[src/rtl/adc_seq_pkg.sv]
package adc_seq_pkg;

    typedef enum logic [3:0] {
        ST_BOOT,
        ST_MODE,
        ST_MGAP,
        ST_IDLE,
        ST_CONV,
        ST_WAIT,
        ST_RDHI,
        ST_RGAP,
        ST_RDLO
    } seq_state_e;

    typedef struct packed {
        logic wr_n;
        logic rd_n;
        logic cd_n;
        logic oe;
    } strobe_t;

    // Strobe levels wanted while the sequencer sits in a given state.
    function automatic strobe_t strobe_for(seq_state_e s);
        strobe_t v;
        v.wr_n = 1'b1;
        v.rd_n = 1'b1;
        v.cd_n = 1'b1;
        v.oe   = 1'b0;
        unique case (s)
            ST_MODE: begin
                v.wr_n = 1'b0;
                v.oe   = 1'b1;
            end
            ST_CONV: begin
                v.wr_n = 1'b0;
                v.cd_n = 1'b0;
            end
            ST_RDHI: begin
                v.rd_n = 1'b0;
            end
            ST_RDLO: begin
                v.rd_n = 1'b0;
                v.cd_n = 1'b0;
            end
            default: begin
                v.wr_n = 1'b1;
            end
        endcase
        return v;
    endfunction

endpackage

[src/rtl/adc_seq_fsm.sv]
module adc_seq_fsm
    import adc_seq_pkg::*;
#(
    parameter int WAIT_CYC = 13
) (
    input  logic       clk,
    input  logic       rst_n,
    input  logic       start_i,
    output seq_state_e nxt_o,
    output logic       cap_hi_o,
    output logic       cap_lo_o
);

    localparam int CNT_W = (WAIT_CYC > 1) ? $clog2(WAIT_CYC) : 1;

    seq_state_e       state;
    seq_state_e       nxt;
    logic             pend;
    logic [CNT_W-1:0] cnt;

    // State register
    always_ff @(posedge clk) begin
        if (!rst_n) state <= ST_BOOT;
        else        state <= nxt;
    end

    // Next-state logic
    always_comb begin
        nxt = state;
        unique case (state)
            ST_BOOT: nxt = ST_MODE;
            ST_MODE: nxt = ST_MGAP;
            ST_MGAP: nxt = ST_IDLE;
            ST_IDLE: nxt = (start_i || pend) ? ST_CONV : ST_IDLE;
            ST_CONV: nxt = ST_WAIT;
            ST_WAIT: nxt = (cnt == '0) ? ST_RDHI : ST_WAIT;
            ST_RDHI: nxt = ST_RGAP;
            ST_RGAP: nxt = ST_RDLO;
            ST_RDLO: nxt = ST_IDLE;
            default: nxt = ST_BOOT;
        endcase
    end

    // Start held while booting
    always_ff @(posedge clk) begin
        if (!rst_n)
            pend <= 1'b0;
        else if (state == ST_IDLE)
            pend <= 1'b0;
        else if (start_i && (state inside {ST_BOOT, ST_MODE, ST_MGAP}))
            pend <= 1'b1;
    end

    // Wait-down counter, loaded in the conversion cycle
    always_ff @(posedge clk) begin
        if (!rst_n)
            cnt <= '0;
        else if (state == ST_CONV)
            cnt <= CNT_W'(WAIT_CYC - 1);
        else if ((state == ST_WAIT) && (cnt != '0))
            cnt <= cnt - 1'b1;
    end

    // Outputs
    always_comb begin
        nxt_o    = nxt;
        cap_hi_o = (state == ST_RDHI);
        cap_lo_o = (state == ST_RDLO);
    end

    // Independent up-counter measuring the time spent waiting
    logic [CNT_W:0] wchk;
    always_ff @(posedge clk) begin
        if (!rst_n)                wchk <= '0;
        else if (state == ST_WAIT) wchk <= wchk + 1'b1;
        else                       wchk <= '0;
    end

    AST_WAIT_LENGTH: assert property (@(posedge clk) disable iff (!rst_n)
        (state == ST_RDHI) |-> (wchk == (CNT_W+1)'(WAIT_CYC)));

    AST_BUSY_IGNORES_START: assert property (@(posedge clk) disable iff (!rst_n)
        (state inside {ST_CONV, ST_WAIT, ST_RDHI, ST_RGAP, ST_RDLO}) |=> (state != ST_CONV));

    AST_PEND_CONSUMED: assert property (@(posedge clk) disable iff (!rst_n)
        $fell(pend) |-> (state == ST_CONV));

    AST_MODE_AFTER_BOOT: assert property (@(posedge clk) disable iff (!rst_n)
        (state == ST_MODE) |-> ($past(state) == ST_BOOT));

endmodule

[src/rtl/adc_strobe_drv.sv]
module adc_strobe_drv
    import adc_seq_pkg::*;
#(
    parameter int             BUS_W     = 8,
    parameter int             MODE_W    = 3,
    parameter logic [MODE_W-1:0] MODE_CODE = '0
) (
    input  logic             clk,
    input  logic             rst_n,
    input  seq_state_e       nxt_i,
    output logic             wr_n_o,
    output logic             rd_n_o,
    output logic             cd_n_o,
    output logic             bus_oe_o,
    output logic [BUS_W-1:0] bus_o
);

    strobe_t stb_q;

    // Strobes are flops loaded from the decoded next state.
    always_ff @(posedge clk) begin
        if (!rst_n) begin
            stb_q.wr_n <= 1'b1;
            stb_q.rd_n <= 1'b1;
            stb_q.cd_n <= 1'b1;
            stb_q.oe   <= 1'b0;
        end else begin
            stb_q <= strobe_for(nxt_i);
        end
    end

    always_comb begin
        wr_n_o   = stb_q.wr_n;
        rd_n_o   = stb_q.rd_n;
        cd_n_o   = stb_q.cd_n;
        bus_oe_o = stb_q.oe;
    end

    // Mode code on the low lines, zero above.
    for (genvar gi = 0; gi < BUS_W; gi++) begin : g_bus
        if (gi < MODE_W) begin : g_code
            assign bus_o[gi] = MODE_CODE[gi];
        end else begin : g_zero
            assign bus_o[gi] = 1'b0;
        end
    end

    AST_BUS_ONLY_IN_MODE: assert property (@(posedge clk) disable iff (!rst_n)
        bus_oe_o |-> (!wr_n_o && rd_n_o && cd_n_o));

    AST_WR_SINGLE: assert property (@(posedge clk) disable iff (!rst_n)
        !wr_n_o |=> wr_n_o);

    AST_RD_SINGLE: assert property (@(posedge clk) disable iff (!rst_n)
        !rd_n_o |=> rd_n_o);

    AST_RD_WR_EXCLUSIVE: assert property (@(posedge clk) disable iff (!rst_n)
        !(!rd_n_o && !wr_n_o));

endmodule

[src/rtl/adc_result_asm.sv]
module adc_result_asm #(
    parameter int BUS_W = 8,
    parameter int RES_W = 12
) (
    input  logic             clk,
    input  logic             rst_n,
    input  logic             cap_hi_i,
    input  logic             cap_lo_i,
    input  logic [BUS_W-1:0] bus_i,
    input  logic             ovd_n_i,
    output logic [RES_W+1:0] result_o,
    output logic             done_o
);

    localparam int HI_W = RES_W - BUS_W;

    logic [HI_W-1:0] hi_q;

    always_ff @(posedge clk) begin
        if (!rst_n)        hi_q <= '0;
        else if (cap_hi_i) hi_q <= bus_i[HI_W-1:0];
    end

    always_ff @(posedge clk) begin
        if (!rst_n) begin
            result_o <= '0;
            done_o   <= 1'b0;
        end else begin
            done_o <= cap_lo_i;
            if (cap_lo_i)
                result_o <= {~ovd_n_i, 1'b0, hi_q, bus_i};
        end
    end

    AST_DONE_SINGLE: assert property (@(posedge clk) disable iff (!rst_n)
        done_o |=> !done_o);

    AST_RESULT_HOLDS: assert property (@(posedge clk) disable iff (!rst_n)
        !done_o |-> $stable(result_o));

    AST_HI_BEFORE_LO: assert property (@(posedge clk) disable iff (!rst_n)
        cap_lo_i |-> $past(cap_hi_i, 2));

endmodule

[src/rtl/adc_seq_ctrl.sv]
module adc_seq_ctrl
    import adc_seq_pkg::*;
#(
    parameter int             BUS_W     = 8,
    parameter int             RES_W     = 12,
    parameter int             WAIT_CYC  = 13,
    parameter logic [2:0]     MODE_CODE = 3'b000
) (
    input  logic             clk,
    input  logic             rst_n,
    input  logic             start_i,
    input  logic             ovd_n_i,
    input  logic [BUS_W-1:0] bus_i,
    output logic [BUS_W-1:0] bus_o,
    output logic             bus_oe_o,
    output logic             wr_n_o,
    output logic             rd_n_o,
    output logic             cd_n_o,
    output logic [RES_W+1:0] result_o,
    output logic             done_o
);

    seq_state_e nxt;
    logic       cap_hi;
    logic       cap_lo;

    adc_seq_fsm #(
        .WAIT_CYC (WAIT_CYC)
    ) u_fsm (
        .clk      (clk),
        .rst_n    (rst_n),
        .start_i  (start_i),
        .nxt_o    (nxt),
        .cap_hi_o (cap_hi),
        .cap_lo_o (cap_lo)
    );

    adc_strobe_drv #(
        .BUS_W     (BUS_W),
        .MODE_W    (3),
        .MODE_CODE (MODE_CODE)
    ) u_stb (
        .clk      (clk),
        .rst_n    (rst_n),
        .nxt_i    (nxt),
        .wr_n_o   (wr_n_o),
        .rd_n_o   (rd_n_o),
        .cd_n_o   (cd_n_o),
        .bus_oe_o (bus_oe_o),
        .bus_o    (bus_o)
    );

    adc_result_asm #(
        .BUS_W (BUS_W),
        .RES_W (RES_W)
    ) u_res (
        .clk      (clk),
        .rst_n    (rst_n),
        .cap_hi_i (cap_hi),
        .cap_lo_i (cap_lo),
        .bus_i    (bus_i),
        .ovd_n_i  (ovd_n_i),
        .result_o (result_o),
        .done_o   (done_o)
    );

endmodule

[config.mk]
export PLATFORM = sky130hd
export DESIGN_NAME = adc_seq_ctrl
export DESIGN_NICKNAME = d
export VERILOG_FILES = /design/src/rtl/adc_seq_pkg.sv /design/src/rtl/adc_seq_fsm.sv /design/src/rtl/adc_strobe_drv.sv /design/src/rtl/adc_result_asm.sv /design/src/rtl/adc_seq_ctrl.sv
export SDC_FILE = /design/constraint.sdc
export NUM_CORES = 1
export LEC_CHECK = 0
export BUFFER_PORTS_ARGS = -buffer_cell sky130_fd_sc_hd__buf_2
export CELL_PAD_IN_SITES_DETAIL_PLACEMENT = 1
export CELL_PAD_IN_SITES_GLOBAL_PLACEMENT = 2
export CORE_ASPECT_RATIO = 1.1
export CORE_MARGIN = 2
export CORE_UTILIZATION = 32
export CTS_CLUSTER_DIAMETER = 40
export DETAILED_ROUTE_END_ITERATION = 7
export PLACE_DENSITY = 0.87
export SLEW_MARGIN = 20
export SYNTH_ARGS = -nofsm -noshare
export SYNTH_HDL_FRONTEND = slang
export SYNTH_SLANG_ARGS = --single-unit
[constraint.sdc]
create_clock -name clk -period 2.7 [get_ports clk]
set_clock_uncertainty 0.1 [all_clocks]
set_input_delay 0.54 -clock clk [delete_from_list [all_inputs] [get_ports clk]]
set_output_delay 0.54 -clock clk [all_outputs]
set_load 0.005 [all_outputs]
== After elaboration in Yosys (flattened, before gate mapping) ==
Index checks and enable logic that the tools add are counted.

* Add/subtract/negate cells: 1
* Eq/ne operators: 12
* Bitwise gates (word level): 2
* Reduce and logical (&&, ||, !) cells: 14
* Muxes and demuxes: 9

{| class="wikitable"
|+ Operators with widths
! kind !! count
|-
| 4-bit one-hot mux with 8 select lines || 1
|-
| 4-bit by 3-bit equality test with 1-bit output, second input constant || 6
|-
| 2-bit OR reduction || 6
|-
| 4-bit by 1-bit equality test with 1-bit output, second input constant || 2
|-
| 4-bit by 2-bit equality test with 1-bit output, second input constant || 2
|-
| 4-bit equality test, second input constant || 2
|-
| 4-bit zero test || 2
|-
| 4-bit 2-to-1 mux || 2
|-
| 1-bit 2-to-1 mux || 4
|-
| 4-bit nonzero test || 1
|-
| 4-bit by 1-bit subtractor with 4-bit output, second input constant || 1
|-
| 3-bit 2-to-1 mux || 1
|-
| 3-bit nonzero test || 1
|-
| 1-bit logical AND || 2
|-
| 2-bit 2-to-1 mux || 1
|-
| 1-bit NOT || 2
|-
| 2-bit nonzero test || 1
|-
| 1-bit logical OR || 1
|}

* Output and inout bits: 27
* Flip-flop bits (word level): 31
* Input bits: 12
* Word-level logic and storage cells: 49

== Depth between registers and ports, before layout ==
* Word-level depth: 6
* Mapped depth: 7
* Gate-level depth less buffers: 7

== Cells and area by module ==
A second synthesis with hierarchy kept.

* Cell total of the unflattened synthesis: 147
* Area total of the unflattened synthesis: 1478.9 um2

{| class="wikitable"
|+ Modules (own cells, without submodules)
! module !! instances !! sequential area each (um2) !! area an instance (um2) !! cells each
|-
| adc_result_asm || 1 || 360.3 || 694.4 || 59
|-
| adc_seq_fsm || 1 || 180.2 || 566.8 || 65
|-
| adc_strobe_drv || 1 || 80.1 || 217.7 || 23
|}

== Worst setup path after synthesis ==
No wires, ideal clock.

* Kind: register to register
* Start point: reg u_fsm.cnt[0]
* End point: reg u_stb.stb_q, in the netlist u_stb.rd_n_o
* Data required time: 2.465 ns
* Library setup time: 0.135 ns
* Arrival time: 1.512 ns
* Stages on the path, launching flop included: 8
* Path slack: 0.953 ns
* Period minus slack after synthesis: 1.747 ns
* Cell sequence: dfxtp_1 -> inv_1 -> ha_1 -> nor3b_2 -> nor4b_4 -> a311o_2 -> nor4b_4 -> a21oi_1

* Longest elaborated chain between the ends: 6

{| class="wikitable"
|+ Ends and longest elaborated chain
! item !! RTL line !! source
|-
| start: declaration || adc_seq_fsm.sv:19 || <nowiki>logic [CNT_W-1:0] cnt;</nowiki>
|-
| start signal: assignment || adc_seq_fsm.sv:59 || <nowiki>cnt <= CNT_W'(WAIT_CYC - 1);</nowiki>
|-
| start signal: assignment || adc_seq_fsm.sv:61 || <nowiki>cnt <= cnt - 1'b1;</nowiki>
|-
| 4-bit zero test * || adc_seq_fsm.sv:36 || <nowiki>ST_WAIT: nxt = (cnt == '0) ? ST_RDHI : ST_WAIT;</nowiki>
|-
| 2-bit 2-to-1 mux * || adc_seq_fsm.sv:36 ||
|-
| 4-bit one-hot mux with 8 select lines * || adc_seq_fsm.sv:30 || <nowiki>unique case (state)</nowiki>
|-
| 4-bit by 3-bit equality test with 1-bit output or 4-bit equality test (tied branches) || adc_seq_pkg.sv:29 || <nowiki>unique case (s)</nowiki>
|-
| 2-bit OR reduction (no line) * || - ||
|-
| 1-bit 2-to-1 mux * || adc_seq_pkg.sv:29 ||
|-
| end signal: assignment || adc_strobe_drv.sv:28 || <nowiki>stb_q <= strobe_for(nxt_i);</nowiki>
|-
| end: declaration || adc_strobe_drv.sv:18 || <nowiki>strobe_t stb_q;</nowiki>
|}

Mark *: on every way between the ends. The rest lies on a longest branch, timed or not.
A chain may end at the register's enable or synchronous reset.

== Worst setup path in the final report ==
Same ends and word-level chain as after synthesis.

==> results.cfg <==
[final_layout]
nNetsFinal = 192
drive_above_1_share_pct = 26.26
synthToLayoutAreaGrowth_pct = 15.50
ff_latch_area_um2 = 620.6
multi_input_area_um2 = 675.6
final_cell_mix = dfxtp_1 (31), nand2_1 (29), buf_2 (29), a21boi_0 (14), nor2_1 (10)
stdcell_area_um2 = 1632
diodes = 0
fillers = 521
layout_commonest_cell = dfxtp_1

[routing]
drt_iter0_drc = 22
via_per_inst = 4.635
drtAntennaViolNets = 0
drc = 0
wl_per_cell_um = 12.83
vias = 1080
firstDrtPassIters = 4
drt-total-wl_um = 2989

[power_and_ir_drop]
power.total_mw = 0.9519
vdd_ir_drop_max_v = 0.0002883
pwr_density_cell_nw_per_um2 = 583.4
leakage_nw = 0.6431

[floorplan]
rows = 25
die_y_um = 73.69
die_w_um = 67.35
ios = 39
core_um2 = 4285
die-area_um2 = 4963
initial_utilization_pct = 32.96

[clock_tree]
cts.clk_slew.worst_paths_ns = 0.06
ctsHoldBuffers = 0
clock_tree.buffer_depth = 2
cts-root-buf = clkbuf_8
cts_tree = done
h-tree-depth = 2
clock_latency_ns = 0.29
postCtsSetupRepairBufs = 0
cts.repair.resized = 0
cts_made_buffers = 5
clkSinkCount = 31

[grt]
antenna_found_initial = 0
grt_use_total_pct = 13.81
grt_pass1_wl_um = 5092
first_global_vias = 1061
gr-total-overflow = 0
top_usage_layer = met2
grt_use_met3_pct = 3.216
use_met2_pct = 21.67
grt_max_degree = 29
met1_usage_pct = 16.81

[setup_path]
r2r_slack_ns = 0.75
worstPathCellList = inv_1, ha_1, nor3b_2, nor4b_4, a311o_2, nor4b_4, a21oi_1
cp_max_fo = 6
cp.required_ns = 2.75
r2r_cells = 7
arrival_ns = 2.00
crit_type = reg -> reg
cp-end-kind = flop
r2r-end = u_stb.rd_n_o$_SDFF_PN1_
timing.rr.start = u_fsm.cnt[0]$_SDFFE_PP0P_
cp-start-kind = flop
cp_slowest_cell = a311o_2
worst_path_most_repeated_cell = nor4b_4
slowest_delay_ns = 0.37

[synthesis]
ys_seq_elements = 31
synth_seq_area_share_pct = 43.93
synthArstFlopShare_pct = 0
synth-main-ff-cell = dfxtp_1
synthCells = 152
ys.warnings.count = 0
syn_area_um2 = 1413
synth_cell_type_count = 37
synth_edf_count = 0
synth_area_per_cell_um2 = 9.293

[hold_path]
holdPathStages = 2
hp-class = reg -> reg
hold_end = u_res.result_o[1]$_SDFFE_PN0P_
worstHoldStart = u_res.result_o[1]$_SDFFE_PN0P_

[sta]
hold_viol = 0
fin_crit_sh_pct = 72.22
hold-worst-slack_ns = 0.3601
timing.final.crit_period_ns = 1.950
final-setup-viol-count = 0
setup_ws_ns = 0.7500
worstMarginPinSlew_ns = 0.5576
tns_ns = 0
fmax_mhz = 512.8
rsz0062_at_grt = no
slew_violations = 0
maxSlewHeadroom_pct = 62.83

[run_status]
status = finished, final reports clean

[place]
post-place-ws_ns = 0.7261
routabilityCongestion = 0.7464
numPortBuffers = 29
dp_hpwl_um = 2177
place_area_um2 = 1528

[job]
max-cap-violations = 0
metal layers:
metal / wire length, um / part of all wire [%] / vias up
met4: 87 / 2.9 / 0
met3: 105 / 3.5 / 8
met2: 1508 / 50 / 24
met5: 0 / 0 / -
met1: 1287 / 43 / 514
li1: - / - / 534
report_power, final:
group	internal, mW	switching [mW]	leakage [nW]	total, mW
sequential	0.467	0.0130	0.251	0.480
clock	0.232	0.176	0.0505	0.407
combinational	0.0301	0.0341	0.341	0.0642
total	0.729	0.223	0.643	0.952
cell families after synthesis:
kind of cell | synth area share [%]
flip-flops | 43.93
multiplexers | 2.834
other | 0.2655
XOR/XNOR | 1.860
AO/OA/AOI/OAI | 15.77
AND/OR/NAND/NOR | 23.21
buffers and inverters | 10.36
adder cells (fa/ha/maj) | 1.771
flip-flops by register name (all words and copies together) (netlist names):
| register | cells |
|---|---|
| u_fsm.cnt | 4 |
| u_fsm.pend | 1 |
| u_fsm.state | 4 |
| u_res.done_o | 1 |
| u_res.hi_q | 4 |
| u_res.result_o | 13 |
| u_stb.bus_oe_o | 1 |
| u_stb.cd_n_o | 1 |
| u_stb.rd_n_o | 1 |
| u_stb.wr_n_o | 1 |
stage by stage:
stage / util, % / std cells
after floorplan: - / 160
after global placement: 35.65 / 225
after detailed placement: 35.65 / 225
after CTS: 38.07 / 233
after global routing: 38.07 / 233
final: 38.07 / 233
worst max path at each step:
stage / from / to / cells after the start
6_report: u_fsm.cnt[0]$_SDFFE_PP0P_ / u_stb.rd_n_o$_SDFF_PN1_ / 7
5_1_grt: u_fsm.cnt[0]$_SDFFE_PP0P_ / u_stb.rd_n_o$_SDFF_PN1_ / 7
4_1_cts: u_fsm.cnt[0]$_SDFFE_PP0P_ / u_stb.rd_n_o$_SDFF_PN1_ / 7
3_5_place_dp: u_fsm.cnt[0]$_SDFFE_PP0P_ / u_stb.rd_n_o$_SDFF_PN1_ / 7
3_3_place_gp: u_fsm.state[3]$_SDFF_PN0_ / u_stb.rd_n_o$_SDFF_PN1_ / 5
2_1_floorplan: u_fsm.cnt[0]$_SDFFE_PP0P_ / u_stb.rd_n_o$_SDFF_PN1_ / 7
synthesized netlist by cell type, types with 3 or more instances:
cell type  number  area share (%)
mux2i_1         4             2.8
buf_4          10             5.3
and2_1          3             1.3
nor2_1         10             2.7
a21oi_1         4             1.4
inv_1           3            0.80
nand2_1        29             7.7
nor2b_1         4             1.8
a21boi_0       14             7.4
dfxtp_1        31              44
clkbuf_1        5             1.3
area by class of cell:
class	count	area share, %
Sequential cell	31	38.04
Timing Repair Buffer	30	9.356
Multi-Input combinational cell	107	41.41
Clock inverter	1	0.4601
Tap cell	54	4.141
Inverter	3	0.6902
Clock buffer	7	5.905
critical path, delay by kind of cell, from the launching register on:
family | cells | cell delay [ns]
adders and majority gates | 1 | 0.14
buffers and inverters | 1 | 0.10
AOI/OAI and AO/OA | 2 | 0.47
DFF | 1 | 0.33
and+or+nand+nor | 3 | 0.67
No activity file was read; power rests on OpenSTA's default activity.
